**src/rtl/rgc_pkg.sv**
```systemverilog
package rgc_pkg;

    localparam int WORD_W  = 32;
    localparam int HALF_W  = WORD_W / 2;
    localparam int GRP_W   = 3;
    localparam int GRP_LSB = 8;
    localparam int SYS_BIT = 2;
    localparam int VEC_BIT = 0;
    localparam int END_BIT = 15;
    localparam int REQ_N   = 2;

    localparam logic [HALF_W-1:0] UNLOCK_KEY = 16'h05FA;
    localparam logic [HALF_W-1:0] READ_TAG   = 16'hFA05;

    typedef struct packed {
        logic             accept;
        logic [GRP_W-1:0] grp;
        logic             sys_req;
        logic             vec_req;
    } wr_cmd_t;

    function automatic wr_cmd_t decode_write(logic wr, logic [WORD_W-1:0] w);
        wr_cmd_t c;
        c.accept  = wr && (w[WORD_W-1:HALF_W] == UNLOCK_KEY);
        c.grp     = w[GRP_LSB +: GRP_W];
        c.sys_req = w[SYS_BIT];
        c.vec_req = w[VEC_BIT];
        return c;
    endfunction

    function automatic logic [WORD_W-1:0] pack_readback(logic endian, logic [GRP_W-1:0] grp);
        logic [WORD_W-1:0] r;
        r                    = '0;
        r[WORD_W-1:HALF_W]   = READ_TAG;
        r[END_BIT]           = endian;
        r[GRP_LSB +: GRP_W]  = grp;
        return r;
    endfunction

endpackage

```
**src/rtl/rgc_decode.sv**
```systemverilog
module rgc_decode
    import rgc_pkg::*;
(
    input  logic              wr_en,
    input  logic [WORD_W-1:0] wdata,
    output wr_cmd_t           cmd
);
    always_comb begin
        cmd = decode_write(wr_en, wdata);
    end
endmodule

```
**src/rtl/rgc_pulse.sv**
```systemverilog
module rgc_pulse #(
    parameter int LANES = 2
) (
    input  logic             clk,
    input  logic             rst,
    input  logic [LANES-1:0] fire,
    output logic [LANES-1:0] pulse
);
    for (genvar i = 0; i < LANES; i++) begin : g_lane
        always_ff @(posedge clk) begin
            if (rst) pulse[i] <= 1'b0;
            else     pulse[i] <= fire[i];
        end
    end
endmodule

```
**src/rtl/rgc_readback.sv**
```systemverilog
module rgc_readback
    import rgc_pkg::*;
#(
    parameter bit ENDIAN_BIG = 1'b0
) (
    input  logic [GRP_W-1:0]  grp,
    output logic [WORD_W-1:0] rdata
);
    always_comb begin
        rdata = pack_readback(ENDIAN_BIG, grp);
    end
endmodule

```
**src/rtl/reset_group_ctl.sv**
```systemverilog
module reset_group_ctl
    import rgc_pkg::*;
#(
    parameter bit ENDIAN_BIG = 1'b0
) (
    input  logic              clk,
    input  logic              rst,
    input  logic              bus_wr,
    input  logic [WORD_W-1:0] bus_wdata,
    output logic [WORD_W-1:0] bus_rdata,
    output logic [GRP_W-1:0]  grp_out,
    output logic              sys_rst_req,
    output logic              vec_rst_req
);
    wr_cmd_t          cmd;
    logic [GRP_W-1:0] grp_q;
    logic [REQ_N-1:0] req_fire;
    logic [REQ_N-1:0] req_pulse;

    rgc_decode u_decode (
        .wr_en (bus_wr),
        .wdata (bus_wdata),
        .cmd   (cmd)
    );

    always_ff @(posedge clk) begin
        if (rst)             grp_q <= '0;
        else if (cmd.accept) grp_q <= cmd.grp;
    end

    assign req_fire = {cmd.accept && cmd.sys_req, cmd.accept && cmd.vec_req};

    rgc_pulse #(.LANES(REQ_N)) u_pulse (
        .clk   (clk),
        .rst   (rst),
        .fire  (req_fire),
        .pulse (req_pulse)
    );

    assign sys_rst_req = req_pulse[1];
    assign vec_rst_req = req_pulse[0];
    assign grp_out     = grp_q;

    rgc_readback #(.ENDIAN_BIG(ENDIAN_BIG)) u_readback (
        .grp   (grp_q),
        .rdata (bus_rdata)
    );

    // accepted write loads bits 10:8
    p_grp_load_r2: assert property (@(posedge clk) disable iff (rst)
        (bus_wr && bus_wdata[31:16] == 16'h05FA) |=> (grp_out == $past(bus_wdata[10:8])));

    // without an accepted write the grouping holds
    p_grp_hold_r3: assert property (@(posedge clk) disable iff (rst)
        !(bus_wr && bus_wdata[31:16] == 16'h05FA) |=> $stable(grp_out));

    // system request only after an accepted write with bit 2
    p_sys_pulse_r4: assert property (@(posedge clk) disable iff (rst)
        sys_rst_req |-> $past(bus_wr && bus_wdata[31:16] == 16'h05FA && bus_wdata[2]));

    // vector request only after an accepted write with bit 0
    p_vec_pulse_r5: assert property (@(posedge clk) disable iff (rst)
        vec_rst_req |-> $past(bus_wr && bus_wdata[31:16] == 16'h05FA && bus_wdata[0]));

    // fixed read-back tag and request bits read as zero
    p_rd_tag_r6: assert property (@(posedge clk) disable iff (rst)
        (bus_rdata[31:16] == 16'hFA05) && !bus_rdata[2] && !bus_rdata[0]);

    // exported grouping matches read word
    p_grp_export_r7: assert property (@(posedge clk) disable iff (rst)
        grp_out == bus_rdata[10:8]);

endmodule

```
**config.mk**
```make
export PLATFORM = sky130hd
export DESIGN_NAME = reset_group_ctl
export DESIGN_NICKNAME = d
export VERILOG_FILES = /design/src/rtl/rgc_pkg.sv /design/src/rtl/rgc_decode.sv /design/src/rtl/rgc_pulse.sv /design/src/rtl/rgc_readback.sv /design/src/rtl/reset_group_ctl.sv
export SDC_FILE = /design/constraint.sdc
export NUM_CORES = 1
export LEC_CHECK = 0
export BUFFER_PORTS_ARGS = -buffer_cell sky130_fd_sc_hd__buf_2
export CORE_MARGIN = 3
export CORE_UTILIZATION = 33
export CTS_BUF_LIST = sky130_fd_sc_hd__clkbuf_2 sky130_fd_sc_hd__clkbuf_4 sky130_fd_sc_hd__clkbuf_8
export DETAILED_ROUTE_END_ITERATION = 10
export GPL_TIMING_DRIVEN = 1
export PLACE_DENSITY_LB_ADDON = 0.05
export SLEW_MARGIN = 20
export SYNTH_ARGS = -nofsm -noshare
export SYNTH_HDL_FRONTEND = slang
export SYNTH_HIERARCHICAL = 1
export SYNTH_SLANG_ARGS = --single-unit
```
**constraint.sdc**
```tcl
create_clock -name clk -period 2.45 [get_ports clk]
set_input_delay 0.1225 -clock clk [delete_from_list [all_inputs] [get_ports clk]]
set_output_delay 0.1225 -clock clk [all_outputs]
set_load 0.02 [all_outputs]
```
==> results.json, run 1 <==
{
  "status": "complete, no violations",
  "crit_arrival_ps": 1550,
  "start_kind": "input pin",
  "root_buffer": "clkbuf_4",
  "yosysTopAreaCellShare": 0.536,
  "tightest_slew_ps": 639,
  "die_h_um": 45.6,
  "path_max_fanout": 5,
  "critPathRequiredTime_ps": 2620,
  "hold_path_end": "grp_out[1]",
  "syn_to_final_growth_pct": 5.31,
  "maxCapViolations": 0,
  "p_sw_w": 0.0000802,
  "clock_skew_ps": 0,
  "r2r-end": "grp_out[1]",
  "p_total_w": 0.000250,
  "fp.dieW_um": 45.6,
  "first_global_vias": 256,
  "viasPerCell": 3.53,
  "synth.cell_area_um2": 518,
  "yosys_register_bits": 5,
  "grt-ovfl-total": 0,
  "yosys-top-cells-area": "buf_4 (54%), dfxtp_1 (19%), mux2i_1 (5.8%)",
  "grt_pass1_wl_um": 1100,
  "grt_start_max_net_pins": 6,
  "ctsHoldBuffers": 0,
  "synthMuxAreaShare": 0.0580,
  "netlist_instances": 60,
  "synth-simple-area-share": 0.198,
  "path_clk_slew_ps": 50,
  "h-tree-depth": 1,
  "power_frac_clock": 0.429,
  "track_usage": 0.0773,
  "initial_core_util": 0.375,
  "ff2ff_setup_slack_ps": 1860,
  "pwr_density_cell_nw_per_um2": 457,
  "critPathCaptureType": "register",
  "synth-xor-area-share": 0,
  "path_class": "in -> reg",
  "comb_power_share": 0.244,
  "pin_count": 72,
  "tritoncts": "yes",
  "ir_drop_uv": 316,
  "synth_top_family_by_area": "buffers and inverters",
  "clock_sinks": 5,
  "hold_path_class": "in -> reg",
  "final_util": 0.395,
  "synth-compound-area-share": 0,
  "postCtsSetupBuffers": 0,
  "min-delay-start": "rst",
  "numPortBuffers": 31,
  "setup_viol": 0,
  "std_cell_rows": 13,
  "maxSlewHeadroom": 0.573,
  "reg2reg_depth": 2,
  "vias": 353,
  "post-route-period-util": 0.562,
  "reg2reg_from": "grp_out[1]",
  "grt_setup_unrepaired": "false",
  "slew_violations": 0,
  "antenna_found_initial": 0,
  "hold_depth": 2,
  "p_leak_nw": 0.322,
  "max_freq_mhz": 726,
  "seqPwrFrac": 0.327,
  "clk_latency_ps": 240,
  "routed_wl_um": 858,
  "drt_pass1_iterations": 2,
  "drtIter0Drc": 1,
  "gp_congestion": 0.602,
  "layout-drive-gt1-share": 0.471,
  "ctsResizeCount": 0,
  "routedWlPerCell_um": 8.58,
  "antennaDiodeCount": 0,
  "fp.coreArea_um2": 1380,
  "period_minus_slack_ps": 1380,
  "switching_share": 0.321,
  "hold_viol": 0,
  "yosys_warnings": 6,
  "remaining_drc_errors": 0,
  "synth_fa_ha_area_frac": 0,
  "synth-seq-area-share": 0.193,
  "synth.distinct_cells": 11,
  "clockBufferDepth": 2,
  "tns_ps": 0,
  "p_int_w": 0.000169,
  "avgSynthCellArea_um2": 8.63,
  "numCtsBuffers": 3,
  "die_area_um2": 2080,
  "synth_top_area_cell": "buf_4",
  "fin_nets": 121,
  "drtAntennaViolNets": 0
}
-- cells in the mapped netlist (all sizes together) --
master and number:
conb 2, nor2 3, nor4b 2, dfxtp 5
buf 37, and4bb 1, nor2b 3, and4 1
and2 2, nand4 1, mux2i 3
-- cells by family (layout without fill, tap and decap cells) --
| logic type | count (synthesis) | in the layout |
|---|---|---|
| simple gates | 13 | 13 |
| buf+inv | 37 | 35 |
| flops | 5 | 5 |
| mux | 3 | 3 |
| other cells | 2 | 29 |
-- critical path, stage by stage --
cell,delay (ps)
buf_2,100
nor4b_2,260
nand4_1,140
nor4b_2,570
and2_2,250
nor2b_1,110
-- how the worst max path moves through the flow --
stage / from / cells after the start / to / slack (ps)
floorplan: bus_wdata[29] / 5 / u_pulse/pulse[0] / 1130
global placement: bus_wdata[29] / 6 / u_pulse/pulse[1] / 760
detailed placement: bus_wdata[29] / 6 / u_pulse/pulse[0] / 770
CTS: bus_wdata[29] / 6 / u_pulse/pulse[0] / 1020
global route: bus_wdata[29] / 6 / u_pulse/pulse[0] / 910
finish: bus_wdata[29] / 6 / u_pulse/pulse[0] / 1070
-- state kept, by name, summed over array words and instances, names as in the netlist --
name	cells
grp_out	3
u_pulse/pulse	2
-- power groups by stage --
stage                      logic, W  registers (W)  clock network [W]
after global routing      0.0000654      0.0000814           0.000120
final                     0.0000609      0.0000816           0.000107
after floorplan           0.0000826      0.0000831                  0
after detailed placement  0.0000598      0.0000831                  0
after global placement    0.0000594      0.0000831                  0
after CTS                 0.0000599      0.0000815           0.000114
-- area by class of cell --
class	instances	area, um^2
Multi-Input combinational cell	45	241
Timing Repair Buffer	31	155
Fill cell	147	837
Tap cell	15	18.8
Clock buffer	4	30.0
Sequential cell	5	100
-- per-stage QoR --
stage	hold slack [ps]	instances	instance area [um^2]	worst slack [ps]
5_1_grt	103	100	546	911
4_1_cts	98.0	100	546	1020
3_5_place_dp	359	96	515	770
2_1_floorplan	194	87	619	1130
3_3_place_gp	364	96	515	759
6_report	104	100	546	1070
-- layout by cell type (no fill, tap or decap), types with 2 or more instances in the layout --
master,n
dfxtp_1,5
and2_2,2
conb_1,29
clkbuf_4,4
nor2b_1,3
mux2i_1,3
nor4b_2,2
nor2_1,3
buf_2,31
-- metal layers --
| metal | up-vias | track usage | wire length [um] | part of all wire |
|---|---|---|---|---|
| met2 | 30 | 0.120 | 434 | 0.51 |
| met5 | - | 0 | 0 | 0 |
| met1 | 148 | 0.0778 | 274 | 0.32 |
| li1 | 175 | - | - | - |
| met3 | 0 | 0.0672 | 149 | 0.17 |
| met4 | 0 | 0.0175 | 0 | 0 |
(Power assumes the default switching activity.)
==> inputs of run 2 (changes only) <==
--- a/config.mk
+++ b/config.mk
@@ -5,9 +5,10 @@
 export SDC_FILE = /design/constraint.sdc
 export NUM_CORES = 1
 export LEC_CHECK = 0
+export ABC_AREA = 1
 export BUFFER_PORTS_ARGS = -buffer_cell sky130_fd_sc_hd__buf_2
 export CORE_MARGIN = 3
-export CORE_UTILIZATION = 33
+export CORE_UTILIZATION = 32
 export CTS_BUF_LIST = sky130_fd_sc_hd__clkbuf_2 sky130_fd_sc_hd__clkbuf_4 sky130_fd_sc_hd__clkbuf_8
 export DETAILED_ROUTE_END_ITERATION = 10
 export GPL_TIMING_DRIVEN = 1
==> constraint.sdc (replaced) <==
create_clock -name clk -period 1.4 [get_ports clk]
set_input_delay 0.07 -clock clk [delete_from_list [all_inputs] [get_ports clk]]
set_output_delay 0.07 -clock clk [all_outputs]
set_load 0.02 [all_outputs]
==> results.json, run 2 <==
{
  "status": "complete, no violations",
  "grt_pass1_wl_um": 1190,
  "critPathCaptureType": "output pin",
  "max_stage_delay_ps": 340,
  "maxCapViolations": 0,
  "track_usage": 0.0701,
  "period_minus_slack_ps": 813,
  "grt_start_max_net_pins": 9,
  "ctsHoldBuffers": 0,
  "root_buffer": "clkbuf_4",
  "pwr_density_cell_nw_per_um2": 727,
  "antennaDiodeCount": 0,
  "max_freq_mhz": 1230,
  "syn_to_final_growth_pct": 6.18,
  "reg2reg_depth": 2,
  "drt_pass1_iterations": 1,
  "viasPerCell": 3.12,
  "layout-drive-gt1-share": 0.316,
  "antenna_found_initial": 0,
  "fp.coreArea_um2": 1590,
  "path_class": "reg -> out",
  "synth_edf_count": 0,
  "die_area_um2": 2310,
  "yosys_register_bits": 5,
  "routedWlPerCell_um": 6.30,
  "post-route-period-util": 0.580,
  "pin_count": 72,
  "std_cell_rows": 14,
  "clock_sinks": 5,
  "p_leak_nw": 0.414,
  "clk_latency_ps": 230,
  "yosys-top-cells-area": "buf_4 (49%), dfxtp_1 (18%), nand2_1 (9.9%)",
  "synth.distinct_cells": 9,
  "synthTopCellsByCount": "buf_4 (37), nand2_1 (15), inv_1 (14)",
  "synth_async_sr_flop_share": 0,
  "hold_depth": 2,
  "numPortBuffers": 31,
  "crit_arrival_ps": 740,
  "gp_congestion": 0.667,
  "hold_viol": 0,
  "routed_wl_um": 870,
  "die_h_um": 48.1,
  "synth_most_common_cell": "buf_4",
  "netlist_instances": 89,
  "fp.dieW_um": 48.1,
  "vias": 430,
  "initial_core_util": 0.356,
  "worst-path-buf-inv": 1,
  "critical_path_depth": 1,
  "grt-ovfl-total": 0,
  "fin_nets": 150,
  "crit_family": "flip-flops",
  "ff2ff_setup_slack_ps": 840,
  "postCtsSetupBuffers": 0,
  "avgSynthCellArea_um2": 6.37,
  "path_clk_slew_ps": 50,
  "dp_hpwl_um": 798,
  "start_kind": "register",
  "ys.flop_type": "dfxtp_1",
  "setup_viol": 0,
  "hold_path_class": "in -> reg",
  "crit_path_top_delay_cell": "dfxtp_1",
  "numCtsBuffers": 3,
  "clockBufferDepth": 2,
  "layout_commonest_cell": "buf_2",
  "cp_cell_sequence": "buf_2",
  "clock_skew_ps": 0,
  "hold_slack_ps": 16.8,
  "yosys_warnings": 6,
  "final_cell_mix": "buf_2 (31), conb_1 (29), nand2_1 (15)",
  "path_max_fanout": 3,
  "critPathRequiredTime_ps": 1330,
  "synth.cell_area_um2": 567,
  "synth-seq-area-share": 0.177,
  "place_inst": 134,
  "final_util": 0.378,
  "tns_ps": 0,
  "tritoncts": "yes",
  "yosysTopAreaCellShare": 0.490,
  "largest_register_ffs": 3,
  "stdcell_count": 138,
  "synth_top_area_cell": "buf_4",
  "slew_violations": 0,
  "remaining_drc_errors": 0,
  "drtIter0Drc": 0,
  "h-tree-depth": 1,
  "grt_setup_unrepaired": "false",
  "ctsResizeCount": 0,
  "ir_drop_uv": 243,
  "first_global_vias": 334,
  "drtAntennaViolNets": 0
}
run 2: area by class of cell:
type	count	area, um^2
clock buffers	4	30.0
fillers	178	992
inverters	14	52.6
multi-input cells	59	226
flip-flops and latches	5	100
well taps	24	30.0
repair buffers	32	163
run 2: worst paths after layout:
check | startpoint | endpoint
worst max-delay path | grp_out[2] | grp_out[2]
worst min-delay path | rst | u_pulse/pulse[1]
worst max register to register | grp_out[2] | grp_out[2]
worst min register to register | grp_out[0] | grp_out[0]
run 2: stage by stage:
stage	area [um^2]	setup slack, ps	power, W
2_1_floorplan	668	639	0.000299
3_3_place_gp	572	454	0.000258
3_5_place_dp	572	440	0.000258
4_1_cts	602	578	0.000441
5_1_grt	602	532	0.000471
6_report	602	587	0.000438
run 2: kinds of logic (layout without fill, tap and decap cells):
family,count (synthesis),after routing,synth area share
buffers and inverters,52,50,0.603
and+or+nand+nor,30,30,0.208
other,2,29,0.0132
DFF,5,5,0.177
run 2: power breakdown:
| part | total (W) | switching [W] | leakage [nW] | internal [W] |
|---|---|---|---|---|
| sequential | 0.000143 | 0.000000000845 | 0.0402 | 0.000143 |
| clock | 0.000180 | 0.0000535 | 0.0184 | 0.000127 |
| combinational | 0.000114 | 0.0000859 | 0.356 | 0.0000286 |
run 2: routing by layer:
| metal | track usage | wire [um] | vias to the layer above |
|---|---|---|---|
| met2 | 0.129 | 457 | 32 |
| met1 | 0.0833 | 298 | 163 |
| met3 | 0.0113 | 115 | 0 |
| met4 | 0.0161 | 0 | 0 |
| met5 | 0 | 0 | - |
| li1 | - | - | 235 |
